File: src/rtl/embsync_pkg.sv
package embsync_pkg;

    localparam logic [7:0] TRS_LEAD = 8'hFF;
    localparam logic [7:0] TRS_NULL = 8'h00;

    // decoded timing reference, valid in the cycle the flag word arrives
    typedef struct packed {
        logic hit;     // full four-word code seen
        logic eav;     // end code (flag bit 4)
        logic vblank;  // vertical blanking flag (flag bit 5)
    } trs_ev_t;

    function automatic logic is_lead(input logic [7:0] b);
        return b == TRS_LEAD;
    endfunction

    function automatic logic is_null(input logic [7:0] b);
        return b == TRS_NULL;
    endfunction

endpackage

File: src/rtl/trs_detect.sv
module trs_detect
    import embsync_pkg::*;
#(
    parameter int DATA_W = 10
) (
    input  logic              clk,
    input  logic              rst,
    input  logic [DATA_W-1:0] vid_i,
    output logic [DATA_W-1:0] vid_o,
    output logic              de_o,
    output trs_ev_t           ev_o
);
    localparam int LAT = 4;          // total word latency
    localparam int TOP = DATA_W - 1;

    logic [LAT-2:0][DATA_W-1:0] dly;  // [0] newest
    logic [LAT-1:0]             sav_tag;
    logic                       open_line;

    always_comb begin
        ev_o.hit    = is_lead(dly[LAT-2][TOP -: 8]) && is_null(dly[1][TOP -: 8])
                   && is_null(dly[0][TOP -: 8]) && vid_i[TOP];
        ev_o.eav    = ev_o.hit && vid_i[DATA_W-4];
        ev_o.vblank = vid_i[DATA_W-3];
        open_line   = ev_o.hit && !vid_i[DATA_W-4] && !vid_i[DATA_W-3];
    end

    always_ff @(posedge clk) begin
        if (rst) begin
            dly     <= '0;
            vid_o   <= '0;
            sav_tag <= '0;
            de_o    <= 1'b0;
        end else begin
            dly     <= {dly[LAT-3:0], vid_i};
            vid_o   <= dly[LAT-2];
            sav_tag <= {sav_tag[LAT-2:0], open_line};
            if (ev_o.eav)
                de_o <= 1'b0;
            else if (sav_tag[LAT-1])
                de_o <= 1'b1;
        end
    end

    // enable drops exactly on the first preamble word of an end code
    a_r4_de_falls_on_lead: assert property (@(posedge clk) disable iff (rst)
        $fell(de_o) |-> (vid_o[TOP -: 8] == TRS_LEAD));

    // enable rises on the word after a visible start-code flag word
    a_r4_de_rises_after_flag: assert property (@(posedge clk) disable iff (rst)
        $rose(de_o) |-> ($past(vid_o[TOP]) && !$past(vid_o[DATA_W-4])
                         && !$past(vid_o[DATA_W-3])));

endmodule

File: src/rtl/hsync_timer.sv
module hsync_timer #(
    parameter int CNT_W = 10
) (
    input  logic             clk,
    input  logic             rst,
    input  logic             line_start,
    input  logic [CNT_W-1:0] gap,
    input  logic [CNT_W-1:0] width,
    output logic             act,
    output logic             lead
);
    localparam int CW = CNT_W + 1;

    logic [CW-1:0] cnt;
    logic [CW-1:0] lim;
    logic          run;

    always_comb begin
        lim  = {1'b0, gap} + {1'b0, width};
        act  = run && (cnt >= {1'b0, gap}) && (cnt < lim);
        lead = run && (cnt == {1'b0, gap}) && (width != '0);
    end

    always_ff @(posedge clk) begin
        if (rst) begin
            cnt <= '0;
            run <= 1'b0;
        end else if (line_start) begin
            cnt <= '0;
            run <= 1'b1;
        end else if (run) begin
            if (cnt >= lim)
                run <= 1'b0;
            else
                cnt <= cnt + CW'(1);
        end
    end

    // checker: length of the current pulse so far
    logic [CW-1:0] pulse_len;
    always_ff @(posedge clk) begin
        if (rst)
            pulse_len <= '0;
        else if (act)
            pulse_len <= pulse_len + CW'(1);
        else
            pulse_len <= '0;
    end

    // a pulse never outlasts the programmed width
    a_r7_pulse_bounded: assert property (@(posedge clk) disable iff (rst)
        act |-> (pulse_len < {1'b0, width}));

    // zero width means silence
    a_r7_zero_width_quiet: assert property (@(posedge clk) disable iff (rst)
        (width == '0) |-> !act);

endmodule

File: src/rtl/vsync_timer.sv
module vsync_timer
    import embsync_pkg::*;
#(
    parameter int CNT_W = 10
) (
    input  logic             clk,
    input  logic             rst,
    input  trs_ev_t          ev,
    input  logic             hs_lead,
    input  logic [CNT_W-1:0] gap,
    input  logic [CNT_W-1:0] width,
    output logic             act
);
    localparam int CW = CNT_W + 1;

    logic          v_prev;
    logic          run;
    logic [CW-1:0] cnt;     // horizontal leading edges seen so far
    logic [CW-1:0] lim;
    logic [CW-1:0] ln;      // index of the current line's leading edge
    logic          ln_ok;
    logic          start;

    always_comb begin
        start = ev.eav && ev.vblank && !v_prev;
        lim   = {1'b0, gap} + {1'b0, width};
        ln    = hs_lead ? cnt : cnt - CW'(1);
        ln_ok = hs_lead || (cnt != '0);
        act   = run && ln_ok && (ln >= {1'b0, gap}) && (ln < lim);
    end

    always_ff @(posedge clk) begin
        if (rst) begin
            v_prev <= 1'b1;
            run    <= 1'b0;
            cnt    <= '0;
        end else begin
            if (ev.hit)
                v_prev <= ev.vblank;
            if (start) begin
                run <= 1'b1;
                cnt <= '0;
            end else if (run && hs_lead) begin
                if (cnt >= lim)
                    run <= 1'b0;
                else
                    cnt <= cnt + CW'(1);
            end
        end
    end

    // the vertical pulse only moves together with a horizontal leading edge
    a_r9_vs_moves_on_hs_lead: assert property (@(posedge clk) disable iff (rst)
        !$stable(act) |-> hs_lead);

    // zero vertical width means no vertical pulse
    a_r10_zero_width_quiet: assert property (@(posedge clk) disable iff (rst)
        (width == '0) |-> !act);

endmodule

File: src/rtl/embsync_rebuild.sv
module embsync_rebuild
    import embsync_pkg::*;
#(
    parameter int DATA_W = 10,
    parameter int CNT_W  = 10
) (
    input  logic              clk,
    input  logic              rst,
    input  logic [DATA_W-1:0] vid_i,
    input  logic [CNT_W-1:0]  hs_gap,
    input  logic [CNT_W-1:0]  hs_width,
    input  logic [CNT_W-1:0]  vs_gap,
    input  logic [CNT_W-1:0]  vs_width,
    input  logic              hs_inv,
    input  logic              vs_inv,
    output logic [DATA_W-1:0] vid_o,
    output logic              de_o,
    output logic              hs_o,
    output logic              vs_o
);
    trs_ev_t ev;
    logic    hs_act;
    logic    hs_lead;
    logic    vs_act;

    trs_detect #(.DATA_W(DATA_W)) u_det (
        .clk   (clk),
        .rst   (rst),
        .vid_i (vid_i),
        .vid_o (vid_o),
        .de_o  (de_o),
        .ev_o  (ev)
    );

    hsync_timer #(.CNT_W(CNT_W)) u_hs (
        .clk        (clk),
        .rst        (rst),
        .line_start (ev.eav),
        .gap        (hs_gap),
        .width      (hs_width),
        .act        (hs_act),
        .lead       (hs_lead)
    );

    vsync_timer #(.CNT_W(CNT_W)) u_vs (
        .clk     (clk),
        .rst     (rst),
        .ev      (ev),
        .hs_lead (hs_lead),
        .gap     (vs_gap),
        .width   (vs_width),
        .act     (vs_act)
    );

    // per-pulse polarity
    assign hs_o = hs_act ^ hs_inv;
    assign vs_o = vs_act ^ vs_inv;

    // with a legal window the horizontal pulse sits in blanking
    a_r7_hs_outside_de: assert property (@(posedge clk) disable iff (rst)
        hs_act |-> !de_o);

endmodule

File: config.mk
export PLATFORM = sky130hd
export DESIGN_NAME = embsync_rebuild
export DESIGN_NICKNAME = d
export VERILOG_FILES = /design/src/rtl/embsync_pkg.sv /design/src/rtl/trs_detect.sv /design/src/rtl/hsync_timer.sv /design/src/rtl/vsync_timer.sv /design/src/rtl/embsync_rebuild.sv
export SDC_FILE = /design/constraint.sdc
export NUM_CORES = 1
export LEC_CHECK = 0
export CAP_MARGIN = 10
export CORE_MARGIN = 5
export CORE_UTILIZATION = 37
export CTS_BUF_LIST = sky130_fd_sc_hd__clkbuf_8 sky130_fd_sc_hd__clkbuf_16
export DETAILED_ROUTE_END_ITERATION = 12
export PLACE_DENSITY = 0.6
export SETUP_SLACK_MARGIN = 0.1
export SLEW_MARGIN = 30
export SYNTH_ARGS = -nofsm -noshare
export SYNTH_HDL_FRONTEND = slang
export SYNTH_SLANG_ARGS = --single-unit
export TNS_END_PERCENT = 100
File: constraint.sdc
create_clock -name clk -period 8.07 [get_ports clk]
set_clock_uncertainty 0.1 [all_clocks]
set_input_delay 2.421 -clock clk [delete_from_list [all_inputs] [get_ports clk]]
set_output_delay 2.421 -clock clk [all_outputs]
set_load 0.1 [all_outputs]
Word level (Yosys, flattened, before mapping)

Index checks and enable logic that the tools add are counted.

Bitwise logic cells: 4
Add/subtract/negate cells: 5
Equal/unequal tests: 2
$lt $le $gt $ge: 6
Mux-type cells: 7
Reduce and logical (&&, ||, !) cells: 31

Operators by type and width:

| cell                  | number |
|---|---|
| $add 10x10->11        | 2 |
| $add 11x1->11 const B | 2 |
| $ge 11x10->1          | 2 |
| $ge 11x11->1          | 2 |
| $lt 11x11->1          | 2 |
| $logic_and 1x1->1     | 16 |
| $logic_not 8->1       | 2 |
| $eq 11x10->1          | 1 |
| $mux 11               | 1 |
| $reduce_bool 11->1    | 1 |
| $sub 11x1->11 const B | 1 |
| $reduce_bool 10->1    | 1 |
| $eq 8x8->1 const B    | 1 |
| $mux 1                | 6 |
| $reduce_and 2->1      | 3 |
| $reduce_bool 2->1     | 2 |
| $reduce_or 2->1       | 2 |
| $logic_not 1->1       | 3 |
| $not 1->1             | 2 |
| $xor 1x1->1           | 2 |
| $logic_or 1x1->1      | 1 |

Output and inout port bits: 13
Bits in registers: 70
Logic and storage cells: 66
Input bits: 54

Longest topological paths before layout

Gate-level depths: netlist of run 1.

Depth in word-level cells: 9
Depth in mapped cells: 17
Depth with buffers taken out: 16

Cells and area by module

Synthesis of run 1 repeated with hierarchy kept, for this count alone.

Cells, all modules: 555
Area, all modules: 4823.4 sq um

By module, submodules not included:

| module          | seq. area each (sq um) | area an instance (sq um) | cells each | times used |
|---|---|---|---|---|
| vsync_timer     | 260.2                  | 1941.9                   | 248        | 1 |
| hsync_timer     | 240.2                  | 1540.2                   | 195        | 1 |
| trs_detect      | 900.9                  | 1323.8                   | 110        | 1 |
| embsync_rebuild | 0.0                    | 17.5                     | 2          | 1 |

Worst setup path after synthesis of run 1

OpenSTA, ideal clock, no wires.

Kind: input to output
Start: in vs_gap[1]
End: out vs_o
Arrival time: 6.624 ns
Path slack: -1.075 ns
Stages: 14
Required time: 5.549 ns
Path buffers: 0
Path through: ha_1 > a21o_1 > a21oi_1 > o21ai_0 > or4_1 > and3_1 > nor4_1 > ha_1 > a21oi_1 > nor2b_1 > or4b_2 > a211o_1 > or3_1 > o211ai_2

Longest elaborated chain between the ends: 4
Elaborated cells on any way between the ends: 6
Classes of those cells: add/sub (1); order compare (2); bitwise (1); reduce/logical (2)

Ends and longest elaborated chain:

| item                                                     | line                                 | source |
|---|---|---|
| start: declaration                                       | embsync_rebuild.sv:12                | `input logic [CNT_W-1:0] vs_gap,` |
| $add 10x10->11 / $ge 11x10->1 (equally long branches)    | vsync_timer.sv:26, vsync_timer.sv:29 |  |
| $lt 11x11->1 / $logic_and 1x1->1 (equally long branches) | vsync_timer.sv:29                    | `act = run && ln_ok && (ln >= {1'b0, gap}) && (ln < lim);` |
| $logic_and 1x1->1 (*)                                    | vsync_timer.sv:29                    |  |
| $xor 1x1->1 (*)                                          | embsync_rebuild.sv:57                | `assign vs_o = vs_act ^ vs_inv;` |
| end: declaration                                         | embsync_rebuild.sv:19                | `output logic vs_o` |

Every way passes the cells marked *; elsewhere a longest branch is shown, timed or not.

Final worst setup path of run 1

Start: in vs_width[1]
End: out vs_o

Longest elaborated chain between the ends: 4

Ends and longest elaborated chain:

| item               | line                  | source |
|---|---|---|
| start: declaration | embsync_rebuild.sv:13 | `input logic [CNT_W-1:0] vs_width,` |
| $add 10x10->11     | vsync_timer.sv:26     | `lim = {1'b0, gap} + {1'b0, width};` |
| $lt 11x11->1       | vsync_timer.sv:29     |  |
| $logic_and 1x1->1  | vsync_timer.sv:29     |  |
| $xor 1x1->1        | embsync_rebuild.sv:57 |  |

Every way passes these cells.

==> reports/results.txt, run 1 <==
Clock power frac -> 0.356
Cell count after synthesis -> 561
Commonest cells post-synth -> ha_1, dfxtp_1, nor2b_1, inv_1, nand2_1
Global-route wire length before repair -> 22500 um
Yosys reg bits -> 70
DR pass1 iterations -> 4
Origin of the critical flop-to-flop path -> u_vs.cnt[0]$_SDFFE_PP0P_
Count leader, synth -> ha_1
Top Metal Used -> met4
Internal power -> 731 uW
Worst-path fanout max -> 3
R2R setup slack -> 5.29 ns
Simple-gate share of the synthesized area -> 0.253
Port Buffers -> 66
Final WS setup -> -0.596 ns
WP buf/inv -> 2
DR vias -> 4718
Reg2reg path depth -> 8
GRT overflow -> 0
Worst hold path depth -> 1
CP max stage delay -> 0.52 ns
Total global-route track usage -> 0.168
Yosys warns -> 0
Yosys top cell by area -> dfxtp_1
Wire length on met3 -> 584 um
CTS Buf Count -> 9
Synth Area per Inst -> 8.80 sq um
VDD IR max -> 179 uV
Vias in the first global route -> 4955
Layout area overhead -> 52.2%
Drt wl/cell -> 14.0 um
RSZ-0062 raised after global routing -> true
Synthesized area -> 4940 sq um
Multiplexer share of the synthesized area -> 0.0144
Outcome -> finished, violations left
Place WS -> -1.23 ns
Slowest CP cell -> or4b_4
CTS clock-pin slew for the worst setup and hold paths -> 0.06 ns
CP startpoint kind -> input port
Synth Area in Compound Gates -> 0.154
Worst EP required -> 5.55 ns
Core Area -> 13100 sq um
Vias per inst -> 5.07
CTS tree -> done
Synth cell types -> 61
R2r endpoint -> u_vs.cnt[9]$_SDFFE_PP0P_
CP top delay family -> compound AO/OA/AOI/OAI gates
P per Cell Area -> 134 nW/um^2
Yosys top cell area share -> 0.284
Initial antenna violation count -> 0
Combinational power share -> 0.292
WS Path Type -> in -> out
Hold endpoint -> u_det.dly[10]$_SDFF_PP0_
Final Max Tran Viols -> 0
Sw power -> 278 uW
Hold Path Origin -> u_det.dly[0]$_SDFF_PP0_
Max-slew headroom -> 0.346
Final Critical Period -> 8.67 ns
Final nets -> 881
# IOs -> 67
Fin. Hold Viols -> 0
Die X-Extent -> 126 um
Placed inst area -> 6550 sq um
Post-synth top flop -> dfxtp_1
Max Freq -> 0.115 GHz
Syn Nets -> 693
Final HPWL DP -> 9810 um
Top cells by area, synth -> dfxtp_1, ha_1, nor2b_1
Final WL -> 13000 um
# fillers -> 1193
Setup crit end kind -> output port
Post-synth ARST share -> 0
Die Area -> 15800 sq um
Worst Tran Pin Value -> 0.978 ns
Layout cells sized above 1 -> 0.325
H-Tree Depth -> 3
Worst path arrival time -> 6.14 ns
# rows -> 42
Die height -> 126 um
Seq/Total Area, Yosys -> 0.284
Gp weighted congestion -> 0.881
Post-layout instance area -> 7510 sq um
EDFF count, synth -> 0
Starting DRC count in detailed routing -> 180
Final core occ -> 0.572
Leak -> 3.22 nW
DRC -> 0
Crit-path cells -> buf_6, ha_4, a21o_1, a21oi_4, o21ai_2, or4_4, a2111oi_4, nor4_4, ha_1, a21oi_2, nor2b_1, or4b_4, a211o_1, or3_4, o211ai_4, buf_12
Remaining antenna violation count -> 0
Setup violators final -> 1
Failing checks -> negative setup slack
Worst min-delay path category -> reg -> reg
Clock Latency Late Sink -> 0.32 ns
Diodes inserted -> 0
Largest net degree at the start of global routing -> 52
Setup TNS -> -0.596 ns
Dominant combinational cell family by area after synthesis -> simple AND/OR/NAND/NOR gates
Clock Sink Count -> 70
Met2 wire length -> 6210 um
CTS Root Cell -> clkbuf_16
Seq pwr share -> 0.352
Clock buffer depth -> 2
Period utilisation layout -> 1.07
Max Cap Viol -> 0
Net Sw Frac -> 0.275
Starting Density -> 0.376
Synth Area in Adders -> 0.201
Metal-1 WL -> 6030 um
Hold Buf Count CTS -> 0
Post-Synth XOR/XNOR Area -> 0.0476
final cells by class:
cell class                 instances  area (sq um)  area share
sequential                        70          1400       0.187
tap                              176           220      0.0293
multi-input combinational        439          3840       0.511
clock buffer                      10           239      0.0318
inverter                          37           139      0.0185
clock inverter                     6          46.3     0.00616
timing repair buffer             192          1630       0.217
power groups by stage:
stage          clock network (mW)  logic [mW]  registers (mW)
5_1_grt                     0.390       0.325           0.356
6_report                    0.359       0.294           0.355
3_5_place_dp                    0       0.244           0.363
3_3_place_gp                    0       0.237           0.362
2_1_floorplan                   0       0.123           0.368
4_1_cts                     0.371       0.278           0.355
state kept, by name, indices dropped and copies added, names as in the netlist:
| register | count |
|---|---|
| u_det.de_o | 1 |
| u_det.dly | 30 |
| u_det.sav_tag | 4 |
| u_det.vid_o | 10 |
| u_hs.cnt | 11 |
| u_hs.run | 1 |
| u_vs.cnt | 11 |
| u_vs.run | 1 |
| u_vs.v_prev | 1 |
timing repair:
| action | 4_1_cts | 5_1_grt |
|---|---|---|
| endpoints found under the setup margin | 2 | 2 |
| pin swaps | 58 | 35 |
| setup buffers | 25 | 7 |
| gates resized for setup | 108 | 43 |
metal layers:
layer  up-vias  global-route usage
met5         -                   0
met4         0              0.0446
met3        18              0.0307
met2       101               0.288
met1      2171               0.217
li1       2428                   -
worst max path at each step:
stage	from	end	slack, ns	depth (start not counted)
finish	vs_width[1]	vs_o	-0.60	16
global route	vs_width[1]	vs_o	-0.73	16
CTS	vs_width[1]	vs_o	-0.65	16
detailed placement	vs_gap[1]	vs_o	-1.23	16
global placement	vs_gap[1]	vs_o	-1.12	16
floorplan	vs_gap[1]	vs_o	-0.72	14
through the flow:
| stage | hold slack (ns) | instances | total power [mW] |
|---|---|---|---|
| after floorplan | 0.311 | 561 | 0.491 |
| after global placement | 0.319 | 884 | 0.600 |
| after detailed placement | 0.322 | 884 | 0.606 |
| after CTS | 0.338 | 925 | 1.00 |
| after global routing | 0.350 | 930 | 1.07 |
| final | 0.333 | 930 | 1.01 |
cells in the final DEF (no fill, tap or decap), drive strengths merged, types with 11 or more instances in the layout:
master / instances
nor4: 12
xor2: 14
clkbuf: 12
buf: 136
nand2: 36
ha: 76
inv: 38
nand3: 18
nor2: 25
dfxtp: 70
a21oi: 31
nand4: 12
o21ai: 18
clkdlybuf4s50: 35
xnor2: 12
dlygate4sd2: 13
or4: 11
nor2b: 48
cell families (layout without fill, tap and decap cells):
| family | after synthesis | count (layout) |
|---|---|---|
| AND/OR/NAND/NOR | 216 | 216 |
| AO/OA/AOI/OAI | 112 | 112 |
| adder cells (fa/ha/maj) | 78 | 78 |
| flip-flops | 70 | 70 |
| buffers and inverters | 52 | 245 |
| XOR/XNOR | 26 | 26 |
| multiplexers | 7 | 7 |
Note: power is estimated with default switching activity, not from simulation.
==> run 2: changes to the inputs <==
ABC_AREA = 1   (was default)
PLACE_DENSITY = 0.59   (was 0.6)
==> run 2 against run 1 <==
  * The run now ends clean
  * Combinational power shrank 16%
  * Clock power grew 7.0%
  * Maximum frequency grew 11%
  * Via count grew 3.6%
  * Largest cell class unchanged
  * Largest power group unchanged
==> reports/results.txt, run 2 <==
Final HPWL DP -> 9580 um
Synthesized area -> 5260 sq um
Gp weighted congestion -> 0.887
Area occupied by multi-input gates -> 3660 sq um
CP startpoint kind -> input port
Count leader, synth -> nand2_1
CTS Buf Count -> 9
Worst-path fanout max -> 5
Worst hold path depth -> 2
# rows -> 43
Placed insts -> 1002
Worst path arrival time -> 5.28 ns
Initial antenna violation count -> 0
Synth Area in Adders -> 0.188
Max-slew headroom -> 0.348
Simple-gate share of the synthesized area -> 0.267
Combinational power share -> 0.250
Outcome -> complete, no violations
CTS Root Cell -> clkbuf_16
Post-synth ARST share -> 0
Largest net degree at the start of global routing -> 47
Clock power frac -> 0.390
Clock buffer depth -> 2
Clock Latency Late Sink -> 0.32 ns
Reg2reg path depth -> 11
Max reg flops -> 30
RSZ-0062 raised after global routing -> false
# fillers -> 1339
Vias in the first global route -> 4596
Layout area overhead -> 32.9%
Die X-Extent -> 129 um
Seq/Total Area, Yosys -> 0.266
Setup violators final -> 0
Worst Tran Pin Value -> 0.975 ns
Port Buffers -> 66
Fin. Hold Viols -> 0
Setup crit end kind -> output port
VDD IR max -> 111 uV
Biggest regs -> u_det.dly (30), u_hs.cnt (11), u_vs.cnt (11)
FF+latch area -> 1400 sq um
Commonest non-fill, non-tap cell in the layout -> nand2_1
Die height -> 129 um
Largest register by flop count -> u_det.dly
Yosys top cell by area -> dfxtp_1
DR vias -> 4889
Seq pwr share -> 0.360
Worst EP required -> 5.55 ns
Period utilisation layout -> 0.967
Leak -> 3.17 nW
Yosys reg bits -> 70
Dominant combinational cell family by area after synthesis -> simple AND/OR/NAND/NOR gates
Post-synth top flop -> dfxtp_1
Final Non-Filler Cells -> 1028
WHS -> 0.298 ns
Hold Buf Count CTS -> 0
Setup TNS -> 0 ns
Final Max Tran Viols -> 0
Layout cells sized above 1 -> 0.143
Syn Nets -> 886
Worst min-delay path category -> reg -> reg
# IOs -> 67
Remaining antenna violation count -> 0
Yosys warns -> 0
DR pass1 iterations -> 4
DRC -> 0
Internal power -> 703 uW
Multiplexer share of the synthesized area -> 0
Place WS -> -0.0153 ns
Vias per inst -> 4.76
P per Cell Area -> 141 nW/um^2
CTS tree -> done
CTS clock-pin slew for the worst setup and hold paths -> 0.05 ns
Cell count after synthesis -> 754
Core Area -> 13900 sq um
Max Cap Viol -> 0
Max Freq -> 0.128 GHz
GRT overflow -> 0
Starting Density -> 0.377
Sw power -> 283 uW
Synth cell types -> 40
Final Critical Period -> 7.80 ns
Die Area -> 16700 sq um
Clock Sink Count -> 70
Top cells by area, synth -> dfxtp_1, ha_1, nand2_1
Drt wl/cell -> 12.2 um
Synth Area per Inst -> 6.97 sq um
Synth Area in Compound Gates -> 0.106
Final WL -> 12500 um
Diodes inserted -> 0
Final WS setup -> 0.266 ns
Yosys top cell area share -> 0.266
WS Path Type -> in -> out
H-Tree Depth -> 3
Most frequent cells in the layout -> nand2_1, inv_1, nor2_1
Net Sw Frac -> 0.287
Commonest cells post-synth -> nand2_1, inv_1, nor2_1, ha_1, dfxtp_1
Total Power -> 986 uW
EDFF count, synth -> 0
Final nets -> 975
Post-Synth XOR/XNOR Area -> 0.0616
Total global-route track usage -> 0.148
Starting DRC count in detailed routing -> 215
Global-route wire length before repair -> 20400 um
## run 2: path summary, 6_finish.rpt
path                                                from                       end  slack (ns)
worst min-delay path             u_det.dly[1]$_SDFF_PP0_  u_det.dly[11]$_SDFF_PP0_        0.30
worst min register to register   u_det.dly[1]$_SDFF_PP0_  u_det.dly[11]$_SDFF_PP0_        0.30
worst max-delay path                           hs_gap[9]                      vs_o        0.27
worst max register to register  u_hs.cnt[2]$_SDFFE_PP0P_  u_vs.cnt[6]$_SDFFE_PP0P_        5.54
## run 2: power by group through the flow
stage	Sequential, mW	Combinational (mW)	Clock (mW)
floorplan	0.368	0.127	0
global placement	0.362	0.209	0
detailed placement	0.363	0.209	0
CTS	0.355	0.210	0.394
global route	0.355	0.278	0.413
finish	0.355	0.247	0.384
## run 2: metrics by stage
stage,util,cell area [sq um]
2_1_floorplan,-,5270
3_3_place_gp,0.446,6220
3_5_place_dp,0.446,6220
4_1_cts,0.471,6570
5_1_grt,0.502,6990
6_report,0.502,6990
## run 2: logic make-up (layout without fill, tap and decap cells)
| kind of cell | count (synthesis) | after routing |
|---|---|---|
| AOI/OAI and AO/OA | 103 | 103 |
| buffers and inverters | 149 | 243 |
| xor gates and xnor gates | 37 | 37 |
| DFF | 70 | 70 |
| and+or+nand+nor | 317 | 317 |
| adders and majority gates | 78 | 78 |
## run 2: layer usage
metal | track usage | wire (um)
met5 | 0 | 0
met4 | 0.0290 | 91
met3 | 0.0284 | 602
met2 | 0.243 | 5770
met1 | 0.203 | 6070
## run 2: final cells by class
type / count / share of cell area
tap: 180 / 0.0322
inverter: 134 / 0.0720
clock buffer: 9 / 0.0322
sequential: 70 / 0.200
timing repair buffer: 93 / 0.129
multi-input combinational: 535 / 0.524
clock inverter: 7 / 0.0107
## run 2: timing repair
item,in CTS,in global routing
setup buffers,2,8
pin swaps,5,24
endpoints found under the hold margin,0,0
endpoints found under the setup margin,2,2
gates resized for setup,14,74
## run 2: worst max-delay path: stages
cell and delay [ns]:
clkdlybuf4s50_1 0.51, inv_1 0.08, ha_4 0.28, nand3_2 0.09, nor2_4 0.12, nand2_4 0.09, nand4_4 0.10, nor3b_2 0.06
buf_4 0.14, o21ai_1 0.18, inv_1 0.09, ha_1 0.28, nand2_1 0.08, nor4_1 0.26, nand2_1 0.12, nand2_1 0.08
nand2_1 0.06, nand2_2 0.08, buf_12 0.17
==> run 3: changes to the inputs <==
CORE_MARGIN = default   (was 5)
PLACE_DENSITY = 0.57   (was 0.59)
clock period = 9.75 ns   (was 8.07 ns; I/O delays follow)
==> run 3 against run 2 <==
  * Non-clock buffer count decreased by 26
  * Setup slack improved by 0.22 ns
  * Utilization decreased by 4.1 points
  * Clock power decreased by 17%
  * Sequential power decreased by 17%
  * Sequential cell count unchanged
==> reports/results.txt, run 3 (synthesis results as in run 2) <==
Final Critical Period -> 9.26 ns
Final Non-Filler Cells -> 1002
Final Max Tran Viols -> 0
WS Path Type -> in -> out
Vias per inst -> 4.82
Worst-path fanout max -> 4
CTS Root Cell -> clkbuf_16
Setup TNS -> 0 ns
# IOs -> 67
Largest register by flop count -> u_det.dly
H-Tree Depth -> 3
Layout area overhead -> 21.6%
Vias in the first global route -> 4543
FF+latch area -> 1400 sq um
Total global-route track usage -> 0.171
Largest net degree at the start of global routing -> 47
Global-route wire length before repair -> 20200 um
Hold Buf Count CTS -> 0
Port Buffers -> 66
P per Cell Area -> 122 nW/um^2
GRT overflow -> 0
Biggest regs -> u_det.dly (30), u_hs.cnt (11), u_vs.cnt (11)
RSZ-0062 raised after global routing -> false
Max reg flops -> 30
Core Area -> 13900 sq um
Drt wl/cell -> 12.0 um
Leak -> 2.94 nW
Total Power -> 781 uW
Reg2reg path depth -> 9
VDD IR max -> 86.3 uV
Die Area -> 14700 sq um
DR vias -> 4826
CTS clock-pin slew for the worst setup and hold paths -> 0.05 ns
Final nets -> 949
Die height -> 121 um
Place WS -> 0.494 ns
CP startpoint kind -> input port
Max-slew headroom -> 0.345
CTS tree -> done
Worst min-delay path category -> reg -> reg
Outcome -> complete, no violations
PostCTS Resize Cnt -> 0
Period utilisation layout -> 0.950
Max Cap Viol -> 0
CTS Buf Count -> 9
Area occupied by multi-input gates -> 3270 sq um
Gp weighted congestion -> 0.886
Diodes inserted -> 0
DR pass1 iterations -> 5
Die X-Extent -> 121 um
Worst path arrival time -> 6.24 ns
DRC -> 0
Final WL -> 12000 um
Final HPWL DP -> 9740 um
Commonest non-fill, non-tap cell in the layout -> nand2_1
Clock buffer depth -> 2
Starting Density -> 0.379
Clock Latency Late Sink -> 0.33 ns
Post-CTS setup buffer count -> 0
Worst EP required -> 6.73 ns
Starting DRC count in detailed routing -> 201
Final WS setup -> 0.488 ns
# rows -> 43
Initial antenna violation count -> 0
Max Freq -> 0.108 GHz
Setup violators final -> 0
Clock Sink Count -> 70
# fillers -> 1431
Placed insts -> 986
Worst Tran Pin Value -> 0.979 ns
Fin. Hold Viols -> 0
Worst hold path depth -> 2
Setup crit end kind -> output port
Layout cells sized above 1 -> 0.0450
Remaining antenna violation count -> 0
Most frequent cells in the layout -> nand2_1, inv_1, nor2_1
[run 3: cell type report]
type	instances	area share
Tap cell	180	0.0352
Clock buffer	10	0.0374
Inverter	134	0.0787
Clock inverter	6	0.00978
Timing Repair Buffer	67	0.108
Multi-Input combinational cell	535	0.512
Sequential cell	70	0.219
[run 3: worst max-delay path, stage by stage]
cell	delay, ns
clkdlybuf4s50_1	0.50
ha_1	0.24
inv_1	0.08
fa_1	0.42
inv_1	0.11
a21oi_1	0.09
nor2_1	0.10
o21ai_0	0.09
nand2_1	0.08
xor2_1	0.17
ha_1	0.27
a21oi_1	0.14
o21a_1	0.12
nand2_1	0.06
a21oi_2	0.18
nand3_1	0.14
xnor2_1	0.27
buf_12	0.21
[run 3: where the power goes]
group          switching (mW)  internal (mW)  total [mW]
registers             0.00171          0.292       0.294
logic                  0.0971         0.0697       0.167
clock network           0.117          0.204       0.320
[run 3: per-layer routing]
metal,wire length [um],part of all wire,track usage,vias to the layer above
met5,0,0,0,-
met4,138,0.011,0.0509,0
met3,434,0.036,0.0254,9
met2,5470,0.46,0.287,84
met1,5960,0.50,0.225,2170
li1,-,-,-,2563
[run 3: final timing paths]
check	to	slack (ns)	from
hold reg to reg	u_det.dly[10]$_SDFF_PP0_	0.30	u_det.dly[0]$_SDFF_PP0_
setup reg to reg	u_vs.cnt[3]$_SDFFE_PP0P_	6.97	u_vs.cnt[2]$_SDFFE_PP0P_
hold / removal	u_det.dly[10]$_SDFF_PP0_	0.30	u_det.dly[0]$_SDFF_PP0_
setup / recovery	hs_o	0.49	hs_gap[0]
[run 3: per-stage QoR]
step	util	hold slack [ns]	area, sq um
5_1_grt	0.461	0.320	6390
4_1_cts	0.461	0.307	6390
2_1_floorplan	-	0.288	5260
3_5_place_dp	0.439	0.299	6090
6_report	0.461	0.304	6390
3_3_place_gp	0.439	0.290	6090
